[src/rtl/i2c_unstick_pkg.sv]
package i2c_unstick_pkg;
   typedef enum logic [2:0] {
      PH_IDLE,
      PH_CLK_LO,
      PH_CLK_HI,
      PH_STOP_A,
      PH_STOP_B,
      PH_STOP_C,
      PH_STOP_D
   } phase_e;
endpackage

[src/rtl/i2c_unstick_tick.sv]
module i2c_unstick_tick #(
   parameter int DIV_W = 16
) (
   input  logic             clk,
   input  logic             rst_n,
   input  logic             load_i,
   input  logic [DIV_W-1:0] div_i,
   input  logic             run_i,
   output logic             tick_o
);
   localparam logic [DIV_W-1:0] ONE = DIV_W'(1);

   generate
      if (DIV_W < 1) begin : g_bad_w
         $error("DIV_W must be at least 1");
      end
   endgenerate

   logic [DIV_W-1:0] div_q;
   logic [DIV_W-1:0] cnt_q;

   assign tick_o = run_i && (cnt_q == div_q - ONE);

   always_ff @(posedge clk or negedge rst_n) begin
      if (!rst_n) begin
         div_q <= ONE;
         cnt_q <= '0;
      end else if (load_i) begin
         div_q <= (div_i == '0) ? ONE : div_i;
         cnt_q <= '0;
      end else if (run_i) begin
         if (tick_o) cnt_q <= '0;
         else        cnt_q <= cnt_q + ONE;
      end
   end

   // captured divisor holds for the whole run
   a_r9_div_held: assert property (@(posedge clk) disable iff (!rst_n)
      (run_i && !load_i) |=> (load_i || $stable(div_q)));

   // captured divisor is never zero
   a_r10_div_nonzero: assert property (@(posedge clk) disable iff (!rst_n)
      div_q != '0);
endmodule

[src/rtl/i2c_unstick_fsm.sv]
module i2c_unstick_fsm
   import i2c_unstick_pkg::*;
#(
   parameter int NUM_PULSES = 9,
   parameter int LO_TICKS   = 2,
   parameter int HI_TICKS   = 2
) (
   input  logic   clk,
   input  logic   rst_n,
   input  logic   start_i,
   input  logic   tick_i,
   output phase_e phase_o,
   output logic   load_o,
   output logic   busy_o,
   output logic   done_o
);
   localparam int MAX_TICKS = (LO_TICKS > HI_TICKS) ? LO_TICKS : HI_TICKS;
   localparam int TCNT_W    = $clog2(MAX_TICKS + 1);
   localparam int PCNT_W    = $clog2(NUM_PULSES + 1);

   generate
      if (NUM_PULSES < 1) begin : g_bad_pulses
         $error("NUM_PULSES must be at least 1");
      end
      if (LO_TICKS < 1 || HI_TICKS < 1) begin : g_bad_ticks
         $error("phase lengths must be at least one tick");
      end
   endgenerate

   phase_e            phase_q;
   logic [TCNT_W-1:0] tcnt_q;
   logic [PCNT_W-1:0] pcnt_q;
   logic              done_q;
   logic [TCNT_W-1:0] len;
   logic              last_tick;

   always_comb begin
      case (phase_q)
         PH_CLK_LO: len = TCNT_W'(LO_TICKS);
         PH_CLK_HI: len = TCNT_W'(HI_TICKS);
         default:   len = TCNT_W'(1);
      endcase
   end

   assign last_tick = tick_i && (tcnt_q == len - TCNT_W'(1));
   assign load_o    = start_i && (phase_q == PH_IDLE);
   assign busy_o    = (phase_q != PH_IDLE);
   assign done_o    = done_q;
   assign phase_o   = phase_q;

   always_ff @(posedge clk or negedge rst_n) begin
      if (!rst_n) begin
         phase_q <= PH_IDLE;
         tcnt_q  <= '0;
         pcnt_q  <= '0;
         done_q  <= 1'b0;
      end else begin
         done_q <= 1'b0;
         if (load_o) begin
            phase_q <= PH_CLK_LO;
            tcnt_q  <= '0;
            pcnt_q  <= '0;
         end else if (busy_o && tick_i) begin
            if (!last_tick) begin
               tcnt_q <= tcnt_q + TCNT_W'(1);
            end else begin
               tcnt_q <= '0;
               case (phase_q)
                  PH_CLK_LO: phase_q <= PH_CLK_HI;
                  PH_CLK_HI: begin
                     if (pcnt_q == PCNT_W'(NUM_PULSES - 1)) phase_q <= PH_STOP_A;
                     else                                   phase_q <= PH_CLK_LO;
                     pcnt_q <= pcnt_q + PCNT_W'(1);
                  end
                  PH_STOP_A: phase_q <= PH_STOP_B;
                  PH_STOP_B: phase_q <= PH_STOP_C;
                  PH_STOP_C: phase_q <= PH_STOP_D;
                  PH_STOP_D: begin
                     phase_q <= PH_IDLE;
                     done_q  <= 1'b1;
                  end
                  default:   phase_q <= PH_IDLE;
               endcase
            end
         end
      end
   end

   // done is a single-cycle pulse raised as busy falls
   a_r7_done_single: assert property (@(posedge clk) disable iff (!rst_n)
      done_o |=> !done_o);
   a_r7_done_at_end: assert property (@(posedge clk) disable iff (!rst_n)
      done_o |-> (!busy_o && $past(busy_o)));

   // an accepted start launches at once
   a_r3_launch: assert property (@(posedge clk) disable iff (!rst_n)
      (start_i && !busy_o) |=> (busy_o && phase_o == PH_CLK_LO));

   // start while busy does not restart the pulse count
   a_r8_no_restart: assert property (@(posedge clk) disable iff (!rst_n)
      (busy_o && !tick_i) |=> $stable(pcnt_q));
endmodule

[src/rtl/i2c_unstick_lines.sv]
module i2c_unstick_lines
   import i2c_unstick_pkg::*;
(
   input  logic   clk,
   input  logic   rst_n,
   input  phase_e phase_i,
   output logic   scl_low_o,
   output logic   sda_low_o
);
   always_comb begin
      scl_low_o = 1'b0;
      sda_low_o = 1'b0;
      case (phase_i)
         PH_CLK_LO: scl_low_o = 1'b1;
         PH_STOP_A: scl_low_o = 1'b1;
         PH_STOP_B: begin scl_low_o = 1'b1; sda_low_o = 1'b1; end
         PH_STOP_C: sda_low_o = 1'b1;
         default:   ;
      endcase
   end

   // SDA left floating while the clock pulses run
   a_r4_sda_free_pulses: assert property (@(posedge clk) disable iff (!rst_n)
      (phase_i == PH_CLK_LO || phase_i == PH_CLK_HI) |-> !sda_low_o);

   // SDA only falls while SCL is held low
   a_r6_sda_falls_scl_low: assert property (@(posedge clk) disable iff (!rst_n)
      $rose(sda_low_o) |-> scl_low_o);

   // idle leaves both lines released
   a_r2_idle_released: assert property (@(posedge clk) disable iff (!rst_n)
      (phase_i == PH_IDLE) |-> (!scl_low_o && !sda_low_o));
endmodule

[src/rtl/i2c_unstick.sv]
module i2c_unstick
   import i2c_unstick_pkg::*;
#(
   parameter int DIV_W      = 16,
   parameter int NUM_PULSES = 9,
   parameter int LO_TICKS   = 2,
   parameter int HI_TICKS   = 2
) (
   input  logic             clk,
   input  logic             rst_n,
   input  logic             start_i,
   input  logic [DIV_W-1:0] quarter_div_i,
   output logic             busy_o,
   output logic             done_o,
   output logic             scl_pull_low_o,
   output logic             sda_pull_low_o
);
   phase_e phase;
   logic   load;
   logic   tick;

   i2c_unstick_tick #(.DIV_W(DIV_W)) u_tick (
      .clk    (clk),
      .rst_n  (rst_n),
      .load_i (load),
      .div_i  (quarter_div_i),
      .run_i  (busy_o),
      .tick_o (tick)
   );

   i2c_unstick_fsm #(
      .NUM_PULSES (NUM_PULSES),
      .LO_TICKS   (LO_TICKS),
      .HI_TICKS   (HI_TICKS)
   ) u_fsm (
      .clk     (clk),
      .rst_n   (rst_n),
      .start_i (start_i),
      .tick_i  (tick),
      .phase_o (phase),
      .load_o  (load),
      .busy_o  (busy_o),
      .done_o  (done_o)
   );

   i2c_unstick_lines u_lines (
      .clk       (clk),
      .rst_n     (rst_n),
      .phase_i   (phase),
      .scl_low_o (scl_pull_low_o),
      .sda_low_o (sda_pull_low_o)
   );

   // outside a sequence no driver is enabled
   a_r2_released_when_free: assert property (@(posedge clk) disable iff (!rst_n)
      !busy_o |-> (!scl_pull_low_o && !sda_pull_low_o));
endmodule

[config.mk]
export PLATFORM = sky130hd
export DESIGN_NAME = i2c_unstick
export DESIGN_NICKNAME = d
export VERILOG_FILES = /design/src/rtl/i2c_unstick_pkg.sv /design/src/rtl/i2c_unstick_tick.sv /design/src/rtl/i2c_unstick_fsm.sv /design/src/rtl/i2c_unstick_lines.sv /design/src/rtl/i2c_unstick.sv
export SDC_FILE = /design/constraint.sdc
export NUM_CORES = 1
export LEC_CHECK = 0
export BUFFER_PORTS_ARGS = -buffer_cell sky130_fd_sc_hd__buf_4
export CAP_MARGIN = 20
export CORE_AREA = 5 5 59 101
export CTS_CLUSTER_DIAMETER = 60
export DETAILED_ROUTE_END_ITERATION = 8
export DIE_AREA = 0 0 64 106
export PLACE_DENSITY_LB_ADDON = 0.2
export SLEW_MARGIN = 10
export SYNTH_ARGS = -nofsm -noshare
export SYNTH_HDL_FRONTEND = slang
export SYNTH_HIERARCHICAL = 1
export SYNTH_SLANG_ARGS = --single-unit
[constraint.sdc]
create_clock -name clk -period 7.64 [get_ports clk]
set_input_delay 0.382 -clock clk [delete_from_list [all_inputs] [get_ports clk]]
set_output_delay 0.382 -clock clk [all_outputs]
set_load 0.01 [all_outputs]
### After elaboration in Yosys (flattened, before gate mapping)

Cells that the tools add are included.

| word-level totals | value |
|---|---|
| input bits | 19 |
| output and inout bits | 4 |
| register bits after elaboration | 42 |

| operators by class | value |
|---|---|
| mux-type cells | 23 |
| equal/unequal tests | 9 |
| $add $sub $neg | 5 |
| reduce and logical (&&, ||, !) cells | 16 |

Operators with widths:

| operator | number |
|---|---|
| 16-bit 2-to-1 mux | 4 |
| 16-bit by 1-bit adder with 16-bit output (second input constant) | 1 |
| 16-bit equality test | 1 |
| 16-bit zero test | 1 |
| 4-bit 2-to-1 mux | 4 |
| 16-bit by 1-bit subtractor with 16-bit output (second input constant) | 1 |
| 3-bit case mux with 5 select lines | 1 |
| 2-bit 2-to-1 mux | 5 |
| 3-bit equality test (second input constant) | 3 |
| 3-bit 2-to-1 mux | 3 |
| 2-bit nonzero test | 4 |
| 3-bit by 2-bit equality test with 1-bit output (second input constant) | 2 |
| 1-bit 2-to-1 mux | 6 |
| 4-bit by 1-bit adder with 4-bit output (second input constant) | 1 |
| 4-bit equality test (second input constant) | 1 |
| 1-bit logical AND | 4 |
| 2-bit OR reduction | 2 |
| 3-bit by 1-bit equality test with 1-bit output (second input constant) | 1 |
| 3-bit zero test | 1 |
| 3-bit AND reduction | 1 |
| 3-bit nonzero test | 1 |
| 3-bit OR reduction | 1 |
| 2-bit by 1-bit adder with 2-bit output (second input constant) | 1 |
| 2-bit equality test | 1 |
| 2 further kinds | 2 |

### Logic depth before layout (Yosys ltp)

| depth | value |
|---|---|
| depth in word-level cells | 9 |
| depth in mapped cells | 14 |
| mapped depth without buffers | 13 |

### By module

The synthesis kept the hierarchy.

Modules (own cells, without submodules):

| module | cells an instance | area an instance (um2) | times used | seq. area each (um2) |
|---|---|---|---|---|
| i2c_unstick_tick | 253 | 2,333.5 | 1 | 802.0 |
| i2c_unstick_fsm | 78 | 700.7 | 1 | 250.2 |
| i2c_unstick_lines | 3 | 28.8 | 1 | 0.0 |

### Least setup slack after synthesis

Ideal clock, no wire load.

| timing path | value |
|---|---|
| path kind | reg2reg |
| start point | reg u_tick.div_q[0] |
| end point | reg u_fsm.phase_q[1], in the netlist u_fsm/phase_o[1] |
| path buffers | 1 |
| slack | 4.477 ns |
| data required time | 7.515 ns |
| library setup time | 0.125 ns |
| arrival time | 3.038 ns |
| cell stages (with the launch flop) | 14 |
| clock period less this slack | 3.163 ns |
| cells stage by stage | dfstp_2 -> buf_2 -> inv_1 -> ha_1 -> xor2_1 -> o2111ai_1 -> nor4_1 -> nand3b_1 -> nor3_1 -> or4bb_1 -> nand2_1 -> o21ai_4 -> o21ai_2 -> o31ai_2 |

| on the way | value |
|---|---|
| longest elaborated chain between the ends | 6 |
| elaborated cells on any way between the ends | 8 |
| those cells by class | add/sub (1); eq/ne (1); reduce/logical (6) |

Ends and longest elaborated chain:

| element | RTL line | source |
|---|---|---|
| start, declared | i2c_unstick_tick.sv:19 | `logic [DIV_W-1:0] div_q;` |
| start signal, assigned | i2c_unstick_tick.sv:29 | `div_q <= (div_i == '0) ? ONE : div_i;` |
| 16-bit by 1-bit subtractor with 16-bit output * | i2c_unstick_tick.sv:22 | `assign tick_o = run_i && (cnt_q == div_q - ONE);` |
| 16-bit equality test * | i2c_unstick_tick.sv:22 |  |
| 1-bit logical AND * | i2c_unstick_tick.sv:22 |  |
| via tick | i2c_unstick.sv:20 | `logic tick;` |
| 1-bit logical AND (on tied branches) | i2c_unstick_fsm.sv:45, i2c_unstick_fsm.sv:63 |  |
| 2-bit nonzero test (no source line) | -- |  |
| 2-bit AND reduction (no source line) * | -- |  |
| end signal, assigned | i2c_unstick_fsm.sv:53 | `phase_q <= PH_IDLE;` |
| end signal, assigned | i2c_unstick_fsm.sv:60 | `phase_q <= PH_CLK_LO;` |
| end signal, assigned | i2c_unstick_fsm.sv:69 | `PH_CLK_LO: phase_q <= PH_CLK_HI;` |
| end, declared | i2c_unstick_fsm.sv:30 | `phase_e phase_q;` |

Mark *: on every way through the listed nets, which the timed path passes. The rest lies on a longest branch.
A chain may end at the register's enable or synchronous reset.

### Final worst setup path

| timing path | value |
|---|---|
| start point | reg u_fsm.phase_q[1], in the netlist u_fsm/phase_o[1] |
| end point | reg u_fsm.phase_q[1], in the netlist u_fsm/phase_o[1] |

| on the way | value |
|---|---|
| elaborated cells on any way between the ends | 22 |
| those cells by class | add/sub (1); eq/ne (6); mux (5); reduce/logical (10) |

RTL lines:

| element | RTL line | source |
|---|---|---|
| 3-bit nonzero test * | i2c_unstick_fsm.sv:47 | `assign busy_o = (phase_q != PH_IDLE);` |
| 1-bit logical AND * | i2c_unstick_tick.sv:22 |  |
| via tick | i2c_unstick.sv:20 |  |
| 1-bit logical AND (on tied branches) | i2c_unstick_fsm.sv:45, i2c_unstick_fsm.sv:63 |  |
| 2-bit nonzero test (no source line) | -- |  |
| 2-bit AND reduction (no source line) * | -- |  |

Mark *: on every way through the listed nets, which the timed path passes. The rest lies on a longest branch. The select of a mux whose other input is x is not followed.

==> flow_summary.html <==
<table>
<tr><th>Metric</th><th>Value</th></tr>
<tr><th colspan="2">Placed design</th></tr>
<tr><td>Detailed placer's ending HPWL</td><td>approximately 4700 um</td></tr>
<tr><td>RD Place Congestion</td><td>between 0.7 and 0.8</td></tr>
<tr><td>Port-buffer cells</td><td>22</td></tr>
<tr><th colspan="2">Synthesis</th></tr>
<tr><td>Post-synth ARST share</td><td>1.00</td></tr>
<tr><td>Net Count, Synth</td><td>about 360</td></tr>
<tr><td>Post-synthesis register bit count</td><td>42</td></tr>
<tr><td>Post-synth top area share</td><td>0.335</td></tr>
<tr><td>Cell types occupying the most area after synthesis</td><td>dfrtp_1 (33%), mux2_2 (5.5%), nand2_1 (4.0%), nor4_1 (3.7%), mux2i_1 (3.6%)</td></tr>
<tr><td>Synthesized area</td><td>0.00306 sq mm</td></tr>
<tr><td>Proportion of synthesized chip area in sequential cells</td><td>0.344</td></tr>
<tr><td>Library cells used by synthesis</td><td>between 60 and 70</td></tr>
<tr><td>Library cell occupying the most area in the post-synthesis netlist</td><td>dfrtp_1</td></tr>
<tr><td>Synthesis Warnings</td><td>6</td></tr>
<tr><td>Most instantiated flip-flop cell in the synthesis netlist</td><td>dfrtp_1</td></tr>
<tr><td>Post-synthesis cell count</td><td>between 300 and 400</td></tr>
<tr><td>Post-synth EDFFs</td><td>0</td></tr>
<tr><td>Syn avg cell area</td><td>9.17 sq um</td></tr>
<tr><th colspan="2">Timing</th></tr>
<tr><td>Actual transition at the worst max-transition pin</td><td>about 0.76 ns</td></tr>
<tr><td>Final worst path period share</td><td>0.469</td></tr>
<tr><td>Total Neg Setup Slack</td><td>0 ns</td></tr>
<tr><td>Final slew viol count</td><td>0</td></tr>
<tr><td>Setup clock skew after layout</td><td>~0.0044 ns</td></tr>
<tr><td>Hold Slack</td><td>between 0.06 and 0.07 ns</td></tr>
<tr><td>Highest clock rate</td><td>~280 MHz</td></tr>
<tr><td>Shortest period the worst path allows</td><td>3.58 ns</td></tr>
<tr><td>Final-report hold violation count</td><td>0</td></tr>
<tr><td>Worst-case headroom to the max-slew limit</td><td>0.487</td></tr>
<tr><td>Setup repair after global routing missed its margin</td><td>false</td></tr>
<tr><td>Final setup violation count</td><td>0</td></tr>
<tr><th colspan="2">Clock tree</th></tr>
<tr><td>Post-CTS Setup Bufs</td><td>0</td></tr>
<tr><td>Count of clock tree sinks</td><td>between 40 and 50</td></tr>
<tr><td>Quantity of hold-fixing buffers added after cts</td><td>0</td></tr>
<tr><td>Max Buffers Root-to-Sink</td><td>2</td></tr>
<tr><td>Clock latency on the worst-skew pair</td><td>just under 0.3 ns</td></tr>
<tr><td>H-tree depth reported by CTS</td><td>2</td></tr>
<tr><td>TritonCTS clock tree</td><td>yes</td></tr>
<tr><td>Clock Tree Root</td><td>clkbuf_8</td></tr>
<tr><td>TritonCTS Buffers</td><td>5</td></tr>
<tr><td>Clock-pin slew reported for the worst setup and hold paths after clock tree synthesis</td><td>around 0.08 ns</td></tr>
<tr><td>Post-cts repair resize count</td><td>0</td></tr>
<tr><th colspan="2">Critical path</th></tr>
<tr><td>CP startpoint kind</td><td>register</td></tr>
<tr><td>Endpoint arrival time on the critical path</td><td>between 3 and 4 ns</td></tr>
<tr><td>Beginning of the critical path</td><td>u_fsm/phase_o[1]</td></tr>
<tr><td>Endpoint class of the critical path</td><td>register</td></tr>
<tr><td>Largest fanout of any net on the critical path</td><td>38</td></tr>
<tr><td>Reg2Reg Launch Point</td><td>u_fsm/phase_o[1]</td></tr>
<tr><td>Required time of the critical path</td><td>slightly below 8 ns</td></tr>
<tr><td>Start-to-end type of the worst setup path</td><td>reg2reg</td></tr>
<tr><th colspan="2">Cells and area</th></tr>
<tr><td>Area of combinational cells with multiple inputs</td><td>0.00174 sq mm</td></tr>
<tr><td>Antenna Diode Count</td><td>0</td></tr>
<tr><td>Fillers</td><td>434</td></tr>
<tr><td>Area added between synthesis and finish</td><td>5.39%</td></tr>
<tr><td>Nets</td><td>~360</td></tr>
<tr><td>Register Area</td><td>about 0.0011 sq mm</td></tr>
<tr><td>Share of layout cells above drive strength 1</td><td>0.202</td></tr>
<tr><th colspan="2">GRT</th></tr>
<tr><td>First-pass GRT wire length</td><td>around 10000 um</td></tr>
<tr><td>Overall global routing resource usage</td><td>0.190</td></tr>
<tr><td>Via count of the first global-routing pass</td><td>roughly 2200</td></tr>
<tr><td>Maximum number of pins on one net before global-route repair</td><td>43</td></tr>
<tr><td>Sum of overflow across all layers after global routing</td><td>0</td></tr>
<tr><td>Number of antenna violations at the first check in global routing</td><td>0</td></tr>
<tr><th colspan="2">Routing</th></tr>
<tr><td>Vias post-DR</td><td>2446</td></tr>
<tr><td>Number of nets with antenna violations after detailed routing</td><td>0</td></tr>
<tr><td>Initial detailed-routing violation count</td><td>about 120</td></tr>
<tr><td>Routed wire per std cell</td><td>~16 um</td></tr>
<tr><td>Post-detailed-routing wire length</td><td>approximately 6400 um</td></tr>
<tr><td>DRC errors left</td><td>0</td></tr>
<tr><td>Average via count per standard cell</td><td>6.18</td></tr>
<tr><td>Count of TritonRoute iterations in the first routing pass</td><td>4</td></tr>
<tr><th colspan="2">Hold path</th></tr>
<tr><td>Worst hold path class</td><td>in2async</td></tr>
<tr><th colspan="2">Floorplanning</th></tr>
<tr><td>I/O pin cnt</td><td>23</td></tr>
<tr><td>Initial Util</td><td>0.598</td></tr>
<tr><td>DIE HEIGHT</td><td>roughly 110 um</td></tr>
<tr><td>Total Die Area</td><td>between 0.006 and 0.007 sq mm</td></tr>
<tr><td>Placeable core area</td><td>around 0.005 sq mm</td></tr>
<tr><td>Placement row count</td><td>35</td></tr>
<tr><td>Die X-Extent</td><td>64 um</td></tr>
<tr><th colspan="2">Pwr</th></tr>
<tr><td>Peak supply drop</td><td>approximately 0.21 mV</td></tr>
<tr><td>Cell Pwr Density</td><td>between 200 and 250 mW/mm^2</td></tr>
<tr><td>Leak</td><td>1.41 nW</td></tr>
<tr><th colspan="2">Outcome</th></tr>
<tr><td>Outcome</td><td>complete, no violations</td></tr>
<tr><th colspan="2">Flow run</th></tr>
<tr><td>Number of max-cap violations</td><td>0</td></tr>
</table>
registers in the layout (all words and copies together), names as in the netlist:
register	count
u_fsm/done_o	1
u_fsm/pcnt_q	4
u_fsm/phase_o	3
u_fsm/tcnt_q	2
u_tick/cnt_q	16
u_tick/div_q	16
critical path, stage by stage (launching register included):
cell and delay (ns):
dfrtp_1 0.62, or3_4 0.45, o2111ai_1 0.17, nor4_1 0.47, nand3b_1 0.13, nor3_1 0.65, or4bb_1 0.51, nand2_1 0.16
o21ai_4 0.08, o21ai_2 0.14, o31ai_2 0.07
layer usage:
layer,part of all wire,GRT usage
met5,0,0
met3,0.033,0.0233
met1,0.39,0.213
met4,0.014,0.0550
met2,0.57,0.360
power by group:
group,total (mW),internal (mW),switching [mW],leakage (nW)
clock,0.215,0.139,0.0755,0.0714
sequential,0.331,0.256,0.0745,0.489
combinational,0.164,0.0859,0.0778,0.847
total,0.709,0.482,0.228,1.41
worst paths after layout:
path	to	slack, ns	depth (start not counted)
min reg2reg	u_fsm/pcnt_q[3]	0.50	1
max reg2reg	u_fsm/phase_o[1]	4.06	10
min in group clk	u_tick/div_q[6]	0.31	3
max	u_fsm/phase_o[1]	4.06	10
min	u_tick/cnt_q[10]	0.07	1
max in group asynchronous	u_tick/div_q[0]	7.20	1
cell usage in the layout, fill, tap and decap left out, types with 11 or more instances in the layout:
master,instances
dfrtp_1,41
nand2_1,33
buf_4,22
nor2_1,22
nand3_1,21
nor4_1,18
o21ai_0,17
mux2_2,15
inv_1,13
mux2i_1,11
synthesized netlist by cell type (2+ instances only):
| cell | n |
|---|---|
| nand3b_1 | 6 |
| buf_2 | 4 |
| nand4_1 | 7 |
| and3_1 | 5 |
| ha_1 | 5 |
| inv_1 | 13 |
| xor2_1 | 10 |
| a21oi_1 | 10 |
| clkbuf_8 | 3 |
| and3_2 | 4 |
| o2111ai_1 | 2 |
| dfrtp_1 | 41 |
| nor2b_1 | 3 |
| nor4bb_1 | 2 |
| o21ai_0 | 17 |
| mux2_2 | 15 |
| nand2_1 | 33 |
| nor3_1 | 10 |
| mux2i_1 | 11 |
| buf_6 | 6 |
| nand2b_1 | 6 |
| clkbuf_1 | 6 |
| nor4_2 | 4 |
| or2_2 | 2 |
| nand3_1 | 21 |
| xnor2_1 | 9 |
| and3b_1 | 2 |
| nor2_1 | 22 |
| nor4_1 | 18 |
| nor3b_1 | 4 |
metrics by stage:
step	utilization	std cells	worst slack (ns)	instance area, sq um	power (mW)
finish	0.630	396	4.06	3230	0.709
global route	0.630	396	3.71	3230	0.749
CTS	0.630	396	4.08	3230	0.713
detailed placement	0.602	388	4.13	3090	0.497
global placement	0.602	388	4.18	3090	0.491
floorplan	-	334	4.48	3060	0.458
kinds of logic (layout without fill, tap and decap cells):
logic type | after synthesis | in the layout | share of synthesized area
xor+xnor | 19 | 19 | 0.0543
buf+inv | 37 | 44 | 0.0878
flops | 42 | 42 | 0.344
compound gates | 47 | 47 | 0.107
simple gates | 158 | 158 | 0.296
mux | 26 | 26 | 0.0911
fa+ha+maj | 5 | 5 | 0.0204
area by class of cell:
| type | count | share of cell area |
|---|---|---|
| well taps | 55 | 0.0213 |
| flip-flops and latches | 42 | 0.326 |
| repair buffers | 22 | 0.0512 |
| multi-input cells | 255 | 0.540 |
| clock inverters | 2 | 0.0186 |
| clock buffers | 6 | 0.0256 |
| inverters | 14 | 0.0178 |
Note: power is estimated with default switching activity, not from simulation.
